--- config.mk ---
export PLATFORM = sky130hd
export DESIGN_NAME = pe_status_unit
export DESIGN_NICKNAME = d
export VERILOG_FILES = /design/src/rtl/fsr_pkg.sv /design/src/rtl/fsr_phase.sv /design/src/rtl/fsr_errbank.sv /design/src/rtl/fsr_snapshot.sv /design/src/rtl/pe_status_unit.sv
export SDC_FILE = /design/constraint.sdc
export NUM_CORES = 1
export LEC_CHECK = 0
export BUFFER_PORTS_ARGS = -buffer_cell sky130_fd_sc_hd__buf_2
export CAP_MARGIN = 10
export CORE_MARGIN = 1.5
export CORE_UTILIZATION = 51
export DETAILED_ROUTE_END_ITERATION = 8
export GPL_ROUTABILITY_DRIVEN = 0
export GPL_TIMING_DRIVEN = 0
export PLACE_DENSITY = 0.87
export SYNTH_ARGS = -nofsm -noshare
export SYNTH_HDL_FRONTEND = slang
export SYNTH_SLANG_ARGS = --single-unit
--- constraint.sdc ---
create_clock -name clk -period 2.16 [get_ports clk]
set_input_delay 0.216 -clock clk [delete_from_list [all_inputs] [get_ports clk]]
set_output_delay 0.216 -clock clk [all_outputs]
set_load 0.005 [all_outputs]
--- src/rtl/fsr_pkg.sv ---
package fsr_pkg;
    typedef enum logic [1:0] {
        PH_IDLE  = 2'd0,
        PH_RUN   = 2'd1,
        PH_PAUSE = 2'd2
    } phase_e;

    localparam int STAT_W = 8;
    localparam int ERR_N  = 4;

    // error bank slots
    localparam int ERR_ERASE = 3;
    localparam int ERR_PROG  = 2;
    localparam int ERR_VPP   = 1;
    localparam int ERR_LOCK  = 0;

    // status word bit positions (host software decodes these)
    localparam int SB_READY = 7;
    localparam int SB_ESUSP = 6;
    localparam int SB_EFAIL = 5;
    localparam int SB_PFAIL = 4;
    localparam int SB_VPP   = 3;
    localparam int SB_PSUSP = 2;
    localparam int SB_LOCK  = 1;
endpackage

--- src/rtl/fsr_phase.sv ---
module fsr_phase
    import fsr_pkg::*;
(
    input  logic   clk,
    input  logic   rst_n,
    input  logic   op_start_i,
    input  logic   op_is_erase_i,
    input  logic   vpp_ok_i,
    input  logic   err_any_i,
    input  logic   op_done_i,
    input  logic   op_fail_i,
    input  logic   susp_ack_i,
    input  logic   resume_i,
    output phase_e phase_o,
    output logic   erase_o,
    output logic   engine_go_o,
    output logic   set_erase_fail_o,
    output logic   set_prog_fail_o,
    output logic   set_vpp_o
);
    typedef struct packed {
        phase_e ph;
        logic   erase;
        logic   go;
    } ph_state_t;

    ph_state_t st_d, st_q;
    logic accept, launch, vpp_bad, run_fail;

    always_comb begin
        accept   = op_start_i && (st_q.ph == PH_IDLE);
        launch   = accept && !err_any_i && vpp_ok_i;
        vpp_bad  = accept && !err_any_i && !vpp_ok_i;
        run_fail = (st_q.ph == PH_RUN) && op_fail_i;

        st_d    = st_q;
        st_d.go = 1'b0;
        unique case (st_q.ph)
            PH_IDLE: begin
                if (launch) begin
                    st_d.ph    = PH_RUN;
                    st_d.erase = op_is_erase_i;
                    st_d.go    = 1'b1;
                end
            end
            PH_RUN: begin
                if (op_fail_i || op_done_i) st_d.ph = PH_IDLE;
                else if (susp_ack_i)        st_d.ph = PH_PAUSE;
            end
            PH_PAUSE: begin
                if (resume_i) st_d.ph = PH_RUN;
            end
            default: st_d.ph = PH_IDLE;
        endcase

        set_erase_fail_o = (run_fail && st_q.erase) || (vpp_bad && op_is_erase_i);
        set_prog_fail_o  = (run_fail && !st_q.erase) || (vpp_bad && !op_is_erase_i);
        set_vpp_o        = vpp_bad;
    end

    always_ff @(posedge clk) begin
        if (!rst_n) begin
            st_q.ph    <= PH_IDLE;
            st_q.erase <= 1'b0;
            st_q.go    <= 1'b0;
        end else begin
            st_q <= st_d;
        end
    end

    assign phase_o     = st_q.ph;
    assign erase_o     = st_q.erase;
    assign engine_go_o = st_q.go;

    // a pause is only entered on an acknowledge
    assert_pause_needs_ack_R3: assert property (@(posedge clk) disable iff (!rst_n)
        (st_q.ph == PH_RUN && !susp_ack_i) |=> (st_q.ph != PH_PAUSE));

    // the engine is only launched by a start seen one cycle earlier
    assert_go_follows_start_R2: assert property (@(posedge clk) disable iff (!rst_n)
        st_q.go |-> $past(op_start_i));

    // a refused start (errors pending) never leaves idle
    assert_refuse_with_errors_R8: assert property (@(posedge clk) disable iff (!rst_n)
        (st_q.ph == PH_IDLE && err_any_i) |=> (st_q.ph == PH_IDLE));
endmodule

--- src/rtl/fsr_errbank.sv ---
module fsr_errbank
    import fsr_pkg::*;
(
    input  logic             clk,
    input  logic             rst_n,
    input  logic [ERR_N-1:0] set_i,
    input  logic             clr_i,
    output logic [ERR_N-1:0] err_o
);
    typedef struct packed {
        logic [ERR_N-1:0] err;
    } eb_state_t;

    eb_state_t eb_d, eb_q;

    always_comb begin
        eb_d = eb_q;
        if (clr_i) eb_d.err = '0;
        eb_d.err = eb_d.err | set_i;   // a raise in the clear cycle survives
    end

    always_ff @(posedge clk) begin
        if (!rst_n) eb_q.err <= '0;
        else        eb_q     <= eb_d;
    end

    assign err_o = eb_q.err;

    // without a clear no flag ever drops
    assert_sticky_R4: assert property (@(posedge clk) disable iff (!rst_n)
        !clr_i |=> ((eb_q.err & $past(eb_q.err)) == $past(eb_q.err)));

    // a clear with nothing raised empties the bank
    assert_clear_empties_R7: assert property (@(posedge clk) disable iff (!rst_n)
        (clr_i && set_i == '0) |=> (eb_q.err == '0));
endmodule

--- src/rtl/fsr_snapshot.sv ---
module fsr_snapshot #(
    parameter int W = 8
) (
    input  logic         clk,
    input  logic         rst_n,
    input  logic         strobe_n_i,
    input  logic [W-1:0] live_i,
    output logic [W-1:0] data_o
);
    typedef struct packed {
        logic         low;
        logic [W-1:0] snap;
    } sn_state_t;

    sn_state_t sn_d, sn_q;

    always_comb begin
        sn_d = sn_q;
        if (strobe_n_i) begin
            sn_d.low = 1'b0;
        end else if (!sn_q.low) begin
            sn_d.low  = 1'b1;
            sn_d.snap = live_i;
        end
    end

    always_ff @(posedge clk) begin
        if (!rst_n) begin
            sn_q.low  <= 1'b0;
            sn_q.snap <= '0;
        end else begin
            sn_q <= sn_d;
        end
    end

    assign data_o = sn_q.low ? sn_q.snap : '0;

    // held while the strobe stays low
    assert_snap_hold_R10: assert property (@(posedge clk) disable iff (!rst_n)
        (!strobe_n_i && sn_q.low) |=> (sn_q.snap == $past(sn_q.snap)));

    // falling edge takes the live word
    assert_snap_capture_R10: assert property (@(posedge clk) disable iff (!rst_n)
        (!strobe_n_i && !sn_q.low) |=> (sn_q.snap == $past(live_i)));
endmodule

--- src/rtl/pe_status_unit.sv ---
module pe_status_unit
    import fsr_pkg::*;
(
    input  logic              clk,
    input  logic              rst_n,
    input  logic              op_start,
    input  logic              op_is_erase,
    input  logic              vpp_ok,
    input  logic              op_done,
    input  logic              op_fail,
    input  logic              susp_ack,
    input  logic              resume,
    input  logic              lock_viol,
    input  logic              clr_status,
    input  logic              rd_strobe_n,
    output logic [STAT_W-1:0] rd_data,
    output logic              engine_go
);
    phase_e           phase;
    logic             run_erase;
    logic             set_efail, set_pfail, set_vpp;
    logic [ERR_N-1:0] err_set, err;
    logic [STAT_W-1:0] live;

    fsr_phase u_phase (
        .clk              (clk),
        .rst_n            (rst_n),
        .op_start_i       (op_start),
        .op_is_erase_i    (op_is_erase),
        .vpp_ok_i         (vpp_ok),
        .err_any_i        (|err),
        .op_done_i        (op_done),
        .op_fail_i        (op_fail),
        .susp_ack_i       (susp_ack),
        .resume_i         (resume),
        .phase_o          (phase),
        .erase_o          (run_erase),
        .engine_go_o      (engine_go),
        .set_erase_fail_o (set_efail),
        .set_prog_fail_o  (set_pfail),
        .set_vpp_o        (set_vpp)
    );

    always_comb begin
        err_set            = '0;
        err_set[ERR_ERASE] = set_efail;
        err_set[ERR_PROG]  = set_pfail;
        err_set[ERR_VPP]   = set_vpp;
        err_set[ERR_LOCK]  = lock_viol;
    end

    fsr_errbank u_err (
        .clk   (clk),
        .rst_n (rst_n),
        .set_i (err_set),
        .clr_i (clr_status),
        .err_o (err)
    );

    always_comb begin
        live           = '0;
        live[SB_READY] = (phase != PH_RUN);
        live[SB_ESUSP] = (phase == PH_PAUSE) && run_erase;
        live[SB_PSUSP] = (phase == PH_PAUSE) && !run_erase;
        live[SB_EFAIL] = err[ERR_ERASE];
        live[SB_PFAIL] = err[ERR_PROG];
        live[SB_VPP]   = err[ERR_VPP];
        live[SB_LOCK]  = err[ERR_LOCK];
    end

    fsr_snapshot #(.W(STAT_W)) u_snap (
        .clk        (clk),
        .rst_n      (rst_n),
        .strobe_n_i (rd_strobe_n),
        .live_i     (live),
        .data_o     (rd_data)
    );

    assert_bit0_zero_R9: assert property (@(posedge clk) disable iff (!rst_n)
        rd_data[0] == 1'b0);

    // at most one pause flag, and a paused block reports ready
    assert_pause_flags_R3: assert property (@(posedge clk) disable iff (!rst_n)
        (live[SB_ESUSP] || live[SB_PSUSP]) |-> (!(live[SB_ESUSP] && live[SB_PSUSP]) && live[SB_READY]));
endmodule

=== After elaboration in Yosys (flattened, before gate mapping) ===
Index checks and enable logic that the tools add are counted.

* Register bits: 16
* Latch bits: 0
* Memory bits (writable): 0
* ROM bits: 0
* Input port bits: 12
* Memories: 0

* Add/subtract/negate cells: 0
* $mul: 0
* Div/mod/pow operators: 0
* Magnitude comparators: 0
* Equal/unequal tests: 6
* Shift operators: 0
* Multiplexer cells: 7
* Bitwise operators: 4
* Reductions and logical operators: 25

{| class="wikitable"
|+ Operators with widths
! kind !! number
|-
| $logic_and 1x1->1 || 11
|-
| $mux 4 || 2
|-
| $mux 8 || 1
|-
| $mux 2 || 3
|-
| $pmux 2 s3 || 1
|-
| $reduce_and 2->1 || 3
|-
| $logic_not 1->1 || 4
|-
| $ne 2x1->1 const B || 2
|-
| $or 4x4->4 || 1
|-
| $reduce_or 4->1 || 1
|-
| $logic_or 1x1->1 || 3
|-
| $ne 3x3->1 const B || 1
|-
| $not 1->1 || 3
|-
| $reduce_and 3->1 || 1
|-
| $eq 2x1->1 const B || 1
|-
| $eq 2x2->1 const B || 1
|-
| $logic_not 2->1 || 1
|-
| $ne 2x2->1 const B || 1
|-
| $reduce_or 2->1 || 1
|}

=== Logic depth before layout (Yosys ltp) ===
Gate-level depths: netlist of run 1.

* Depth after elaboration: 7
* Gate-level depth with buffers: 4
* Mapped depth without buffers: 3

=== Modules after synthesis ===
Synthesis of run 1 repeated with hierarchy kept, for this count alone.

* Cells, all modules: 91
* Area total of the unflattened synthesis: 835.8 sq um

{| class="wikitable"
|+ Modules (own cells, without submodules)
! module !! times used !! cells an instance !! area each (sq um) !! seq. area each (sq um)
|-
| fsr_snapshot || 1 || 49 || 442.9 || 180.2
|-
| fsr_phase || 1 || 25 || 224.0 || 80.1
|-
| fsr_errbank || 1 || 12 || 135.1 || 80.1
|-
| pe_status_unit || 1 || 5 || 33.8 || 0.0
|}

=== Worst setup path before layout of run 1 ===
Ideal clock, no wire load.

* Path kind: flip-flop to flip-flop
* Start: reg u_snap.sn_q[8] (netlist bit)
* End: reg u_snap.sn_q[2] (netlist bit)
* Arrival: 1162 ps
* Slack: 931 ps
* Stages on the path, launching flop included: 5
* Buffers on the path: 1
* Cells stage by stage: dfxtp_1 or2_1 buf_6 or3_4 a21oi_2

* Cells in the longest elaborated chain, start to end: 2

{| class="wikitable"
|+ RTL lines
! item !! line !! source
|-
| start: declaration || fsr_snapshot.sv:15 || <nowiki>sn_state_t sn_d, sn_q;</nowiki>
|-
| start signal: assignment || fsr_snapshot.sv:32 || <nowiki>sn_q <= sn_d;</nowiki>
|-
| $not 1->1 (no source line) || n/a ||
|-
| $reduce_and 2->1 (no source line) || n/a ||
|}

No other way between the ends.
A chain may end at the register's enable or synchronous reset.

=== Worst setup path in the final report of run 1 ===
Same ends and word-level chain as after synthesis.

==> results of run 1 <==
-- worst max-delay path, cell delays in order, from the launching register on --
cell	delay [ps]
dfxtp_1	370
or2_1	250
buf_6	140
or3_4	360
a21oi_2	120
-- cells in the final DEF (no fill, tap or decap), types with 2 or more instances in the layout --
master    instances
nand3_1           2
nor2_1            7
nand2_1          15
nor3_1            2
nand2b_1          2
o22ai_1           2
inv_1             2
dfxtp_1          16
clkbuf_4          3
a21oi_1           8
buf_2            19
and2_2            7
nor4b_1           2
-- layout make-up --
cell class                      count  area, um^2
Buffer                              3        22.5
Clock buffer                        4        36.3
Fill cell                         130         444
Inverter                            2        7.51
Multi-Input combinational cell     60         340
Sequential cell                    16         320
Tap cell                           15        18.8
Timing Repair Buffer               19        95.1
-- path summary, 6_finish.rpt --
check / start / end / cells after the start
worst max-delay path: u_snap.sn_q[8] / u_snap.sn_q[2] / 4
worst min-delay path: rd_strobe_n / u_snap.sn_q[8] / 2
worst max register to register: u_snap.sn_q[8] / u_snap.sn_q[2] / 4
worst min register to register: u_snap.sn_q[5] / u_snap.sn_q[5] / 2
-- flip-flops by register name (all words and copies together) (netlist names) --
signal and flops:
u_phase.engine_go_o 1, u_err.err_o 4, u_phase.phase_o 2, u_phase.erase_o 1, u_snap.sn_q 8
-- layer usage --
layer	GRT usage (%)	vias to the layer above	part of all wire [%]
met5	0	-	0
met4	10.3	0	1.7
met3	3.41	2	4.6
met2	26.2	16	45
met1	24.0	258	49
li1	-	319	-
-- power by group --
group / leakage (nW) / total (mW) / internal (mW) / switching [mW]
registers: 0.130 / 0.315 / 0.306 / 0.00896
logic: 0.216 / 0.0538 / 0.0258 / 0.0281
clock network: 0.0210 / 0.194 / 0.102 / 0.0915
total: 0.368 / 0.563 / 0.434 / 0.129
-- logic make-up after synthesis --
logic type	Yosys count	synth area share (%)
AO/OA/AOI/OAI	14	12.1
other	1	0.543
flip-flops	16	46.4
AND/OR/NAND/NOR	44	35.1
multiplexers	1	1.45
buffers and inverters	5	4.35
==> flow_summary.ini, run 1 <==
[status]
status = finished, final reports clean

[critical_path]
crit_fanout = 9
endpoint_kind = flop
required_ps = 2370
rrSetupSlack_ps = 860
critical_path_arrival_ps = 1520
critPathLaunchType = flop
critPathKind = flop to flop

[floorplan]
core_mm2 = 0.00128
start_util_pct = 53.7
die_h_um = 39.8
fp.dieW_um = 39.8
ioPinCount = 21
die-area_mm2 = 0.00158
rows = 13

[timing]
setup_viol = 0
hold_violations = 0
fin_setup_tns_ps = 0
hold_ws_ps = 116
finalClockSkew_ps = 5.66
maxSlewViolCount = 0
rsz0062_at_grt = false
period_needed_ps = 1300
timing.fmax_mhz = 767
period_share_pct = 60.3
setup_ws_ps = 857

[grt]
grt_pass1_vias = 466
grt-ovfl-total = 0
grt_pass1_wl_mm = 1.88
grt_max_degree = 11
antenna_found_initial = 0
groute.usage.overall_pct = 17.9

[clock_network]
cts_tree = done
root_buffer = clkbuf_4
cts_setup_buffers = 0
numClockSinks = 16
cts-hold-fix-buffers = 0
clock_path_buffers = 2
numCtsBuffers = 3
clock_latency_ps = 280
clk_transition_reported_paths_ps = 90
cts_resized = 0
cts_max_level = 1

[layout]
fin_util_pct = 65.4
drive_above_1_share_pct = 33.7
fin_nets = 117
finalNonFillerCells = 119
area.growth.synth_to_final_pct = 21.7
final_cell_area_um2 = 841
n_antenna_cell = 0

[routing]
viasPerCell = 5.00
dr_total_vias = 595
dr.pass1.iters = 4
drt_first_iter_violations = 9
antenna_left = 0
drt-total-wl_mm = 1.25
drc_errors = 0
wire_per_inst_um = 10.5

[logic_synthesis]
synth_edf_count = 0
netlist_area_um2 = 691
synthDominantCellAreaShare_pct = 46.4
syn_nets = 93
yosysTopAreaCell = dfxtp_1
yosysUniqueCellTypes = 27
yosysMostFrequentCell = dfxtp_1
async_flop_share_pct = 0
synth_flop_cell = dfxtp_1
yosysWarnings = 0
synthTopCellsByCount = dfxtp_1, nand2_1, a21oi_1
synth_cells = 81
synth.avg_cell_area_um2 = 8.53
yosysSeqAreaShare_pct = 46.4
synth.area.top_cells = dfxtp_1, nand2_1, and2_2
ys_ff_latch = 16

[place]
pre_cts_ws_ps = 863
dpl_cell_area_um2 = 805
portBuffers = 19
dp.cells = 115

[job]
max-cap-violations = 0

[power]
power_mw = 0.563
p_per_area_mw_per_mm2 = 669
vdd_drop_max_mv = 0.429
p_leak_nw = 0.368

[min_path]
min_path_type = input port to flop
(Power assumes the default switching activity.)
==> run 2: changes to the inputs <==
--- a/config.mk
+++ b/config.mk
@@ -8,11 +8,11 @@
 export BUFFER_PORTS_ARGS = -buffer_cell sky130_fd_sc_hd__buf_2
 export CAP_MARGIN = 10
 export CORE_MARGIN = 1.5
-export CORE_UTILIZATION = 51
+export CORE_UTILIZATION = 48
 export DETAILED_ROUTE_END_ITERATION = 8
 export GPL_ROUTABILITY_DRIVEN = 0
 export GPL_TIMING_DRIVEN = 0
-export PLACE_DENSITY = 0.87
+export PLACE_DENSITY = 0.83
 export SYNTH_ARGS = -nofsm -noshare
 export SYNTH_HDL_FRONTEND = slang
 export SYNTH_SLANG_ARGS = --single-unit
==> constraint.sdc (replaced) <==
create_clock -name clk -period 1.36 [get_ports clk]
set_input_delay 0.136 -clock clk [delete_from_list [all_inputs] [get_ports clk]]
set_output_delay 0.136 -clock clk [all_outputs]
set_load 0.005 [all_outputs]
==> flow_summary.ini, run 2 (synthesis results as in run 1) <==
[status]
status = finished, final reports clean

[power]
internal_power_mw = 0.690
p_clk_share_pct = 34.5
p_leak_nw = 0.368
p_per_area_mw_per_mm2 = 1060
vdd_drop_max_mv = 0.548
p_sw_share_pct = 23.0
seq_power_share_pct = 56.0
power_frac_comb_pct = 9.5
switchingPower_mw = 0.206

[critical_path]
endpoint_kind = flop
critical_path_arrival_ps = 1510
critPathLaunchType = flop
required_ps = 1580
critPathKind = flop to flop
max_stage_delay_ps = 360
cp_cell_sequence = or2_1 > buf_6 > or3_4 > a21oi_2
crit_fanout = 9
cp_slowest_cell = dfxtp_2

[layout]
n_antenna_cell = 0
final_common_cell = buf_2
drive_above_1_share_pct = 34.6
fin_nets = 117
largest_reg_flops = 8
area.growth.synth_to_final_pct = 21.9
n_fill_cell = 122
final_cell_mix = buf_2, nand2_1, dfxtp_1
top_register = u_snap.sn_q

[clock_network]
clock_latency_ps = 280
cts_tree = done
numCtsBuffers = 3
clk_transition_reported_paths_ps = 90
cts_setup_buffers = 0
cts_resized = 0
cts_max_level = 1
clock_path_buffers = 2
root_buffer = clkbuf_4
cts-hold-fix-buffers = 0
numClockSinks = 16

[timing]
maxSlewViolCount = 0
rsz0062_at_grt = false
timing.fmax_mhz = 777
hold_violations = 0
period_share_pct = 94.6
fin_setup_tns_ps = 0
hold_ws_ps = 17.7
setup_viol = 0
finalClockSkew_ps = 3.06
period_needed_ps = 1290

[place]
portBuffers = 19
dp_hpwl_um = 973

[routing]
drt_first_iter_violations = 17
dr_total_vias = 601
drt-total-wl_mm = 1.26
antenna_left = 0
dr.pass1.iters = 4
drc_errors = 0
wire_per_inst_um = 10.6
viasPerCell = 5.05

[floorplan]
rows = 13
die_h_um = 40.9
ioPinCount = 21
fp.dieW_um = 40.9
start_util_pct = 52.4
core_mm2 = 0.00132
die-area_mm2 = 0.00168

[grt]
grt_pass1_wl_mm = 1.81
grt_pass1_vias = 448
grt-ovfl-total = 0
grt_max_degree = 11
antenna_found_initial = 0
groute.usage.overall_pct = 16.7

[min_path]
min_path_type = input port to flop

[job]
max-cap-violations = 0
==> run 2: power by group through the flow <==
stage / registers [mW] / logic, mW / clock network (mW)
floorplan: 0.507 / 0.0540 / 0
global placement: 0.510 / 0.0835 / 0
detailed placement: 0.511 / 0.0856 / 0
CTS: 0.500 / 0.0859 / 0.314
global route: 0.503 / 0.0956 / 0.336
finish: 0.501 / 0.0855 / 0.309
==> run 2: metrics by stage <==
stage | worst slack, ps | power [mW] | instance area (um^2) | utilization [%] | cells
2_1_floorplan | 131 | 0.561 | 691 | - | 81
3_3_place_gp | 80.8 | 0.594 | 805 | 61.1 | 115
3_5_place_dp | 55.8 | 0.597 | 805 | 61.1 | 115
4_1_cts | 35.1 | 0.900 | 841 | 63.8 | 119
5_1_grt | 33.8 | 0.935 | 842 | 63.9 | 119
6_report | 73.3 | 0.896 | 842 | 63.9 | 119
==> run 2: worst paths after layout <==
kind / slack (ps) / end / from / cells after the start
max: 70 / u_snap.sn_q[2] / u_snap.sn_q[8] / 4
min: 20 / u_snap.sn_q[8] / rd_strobe_n / 2
max reg2reg: 70 / u_snap.sn_q[2] / u_snap.sn_q[8] / 4
min reg2reg: 460 / u_snap.sn_q[3] / u_snap.sn_q[3] / 2
==> run 2: final cells by class <==
| type | instances | area [um^2] | share of cell area [%] |
|---|---|---|---|
| buffer | 3 | 22.5 | 2.67 |
| multi-input combinational | 60 | 340 | 40.4 |
| timing repair buffer | 19 | 95.1 | 11.3 |
| sequential | 16 | 322 | 38.2 |
| inverter | 2 | 7.51 | 0.892 |
| clock buffer | 4 | 36.3 | 4.31 |
| tap | 15 | 18.8 | 2.23 |
==> run 2: routing by layer <==
metal / vias up / global-route usage, % / share of wire, % / wire length, um
met4: 0 / 10.0 / 1.1 / 14
met2: 20 / 25.4 / 46 / 585
met3: 2 / 3.26 / 5.6 / 71
met5: - / 0 / 0 / 0
met1: 260 / 21.6 / 47 / 591
li1: 319 / - / - / -
==> run 2: worst max-delay path: cells and delay by family, from the launching register on <==
| kind | cells | cell delay (ps) |
|---|---|---|
| compound gates | 1 | 130 |
| buf+inv | 1 | 140 |
| flops | 1 | 360 |
| simple gates | 2 | 600 |
==> run 3: changes to the inputs <==
--- a/config.mk
+++ b/config.mk
@@ -13,6 +13,7 @@
 export GPL_ROUTABILITY_DRIVEN = 0
 export GPL_TIMING_DRIVEN = 0
 export PLACE_DENSITY = 0.83
+export SETUP_SLACK_MARGIN = 0.2
 export SYNTH_ARGS = -nofsm -noshare
 export SYNTH_HDL_FRONTEND = slang
 export SYNTH_SLANG_ARGS = --single-unit
==> flow_summary.ini, run 3 (synthesis results as in run 1) <==
[power]
p_clk_share_pct = 34.4
p_per_area_mw_per_mm2 = 996
p_sw_share_pct = 23.8
power_mw = 0.919
seq_power_share_pct = 54.4
p_leak_nw = 0.394
power_frac_comb_pct = 11.2
vdd_drop_max_mv = 0.529
internal_power_mw = 0.700
switchingPower_mw = 0.219

[layout]
final_cell_area_um2 = 922
drive_above_1_share_pct = 41.1
largest_reg_flops = 8
n_antenna_cell = 0
fin_nets = 120
finalNonFillerCells = 122
final_cell_mix = buf_2, nand2_1, dfxtp_1
fin_util_pct = 70.0
area.growth.synth_to_final_pct = 33.5
top_register = u_snap.sn_q
final_common_cell = buf_2

[critical_path]
rrSetupSlack_ps = 170
timing.rr.end = u_snap.sn_q[2]
critPathLaunchType = flop
critPathKind = flop to flop
required_ps = 1590
endpoint_kind = flop
timing.rr.start = u_snap.sn_q[8]
reg2reg_depth = 4
crit_fanout = 6
critical_path_arrival_ps = 1420

[floorplan]
core_mm2 = 0.00132
die_h_um = 40.9
rows = 13
start_util_pct = 52.4
ioPinCount = 21
die-area_mm2 = 0.00168
fp.dieW_um = 40.9

[routing]
dr.pass1.iters = 4
drc_errors = 0
drt_first_iter_violations = 5
dr_total_vias = 621
viasPerCell = 5.09
drt-total-wl_mm = 1.37
wire_per_inst_um = 11.2
antenna_left = 0

[timing]
rsz0062_at_grt = true
setup_ws_ps = 169
hold_ws_ps = 81.6
maxSlewViolCount = 0
finalClockSkew_ps = 1.61
hold_violations = 0
fin_setup_tns_ps = 0
period_share_pct = 87.6
period_needed_ps = 1190
timing.fmax_mhz = 839
setup_viol = 0

[min_path]
min_path_cells = 3
holdCritStartpoint = lock_viol
worstHoldEndpoint = u_err.err_o[0]
min_path_type = input port to flop

[grt]
grt_use_met1_pct = 24.7
groute.usage.overall_pct = 18.7
grt-ovfl-total = 0
busiest_layer = met2
grt_pass1_vias = 490
grt_pass1_wl_mm = 2.04
antenna_found_initial = 0
grt_util_met3_pct = 3.26
grt_max_degree = 11
grt_util_met2_pct = 29.7

[place]
dp.cells = 115
dpl_cell_area_um2 = 807
pre_cts_ws_ps = 154
dp_hpwl_um = 972
portBuffers = 19

[clock_network]
root_buffer = clkbuf_4
numClockSinks = 16
numCtsBuffers = 3
clock_latency_ps = 290
cts_tree = done
cts_max_level = 1
clk_transition_reported_paths_ps = 90
clock_path_buffers = 2

[job]
max-cap-violations = 0

[status]
status = finished, final reports clean
## run 3: area by class of cell
class                           instances  area [um^2]
Timing Repair Buffer                   22          143
Sequential cell                        16          329
Fill cell                             115          395
Tap cell                               15         18.8
Inverter                                2         7.51
Buffer                                  3         22.5
Multi-Input combinational cell         60          365
Clock buffer                            4         36.3
## run 3: worst max-delay path: stages, from the launching register on
cell and delay [ps]:
dfxtp_4 370, or2_1 220, buf_6 120, or3_4 320
a21oi_2 110
## run 3: worst max-delay path by stage
stage | from | slack [ps] | endpoint
floorplan | u_phase.phase_o[1] | 220 | u_snap.sn_q[2]
global placement | u_phase.phase_o[0] | 150 | u_phase.erase_o
detailed placement | u_phase.phase_o[0] | 150 | u_phase.erase_o
CTS | u_phase.phase_o[0] | 150 | u_phase.erase_o
global route | u_snap.sn_q[8] | 140 | u_snap.sn_q[2]
finish | u_snap.sn_q[8] | 170 | u_snap.sn_q[2]
## run 3: power groups by stage
stage	registers (mW)	logic (mW)	clock network (mW)
after floorplan	0.508	0.0541	0
after global placement	0.511	0.0838	0
after detailed placement	0.512	0.0858	0
after CTS	0.499	0.0969	0.325
after global routing	0.502	0.115	0.341
final	0.500	0.103	0.316
## run 3: timing repair
| item | in CTS | in global routing |
|---|---|---|
| pin swaps | 0 | 4 |
| hold buffers | 1 | 0 |
| resized for setup | 6 | 11 |
| endpoints found under the hold margin | 1 | 0 |
| endpoints found under the setup margin | 3 | 15 |
| buffers inserted | 2 | 0 |
## run 3: metal layers
layer | share of wire (%) | vias up
li1 | - | 326
met1 | 46 | 276
met2 | 48 | 17
met3 | 3.9 | 2
met4 | 1.0 | 0
met5 | 0 | -
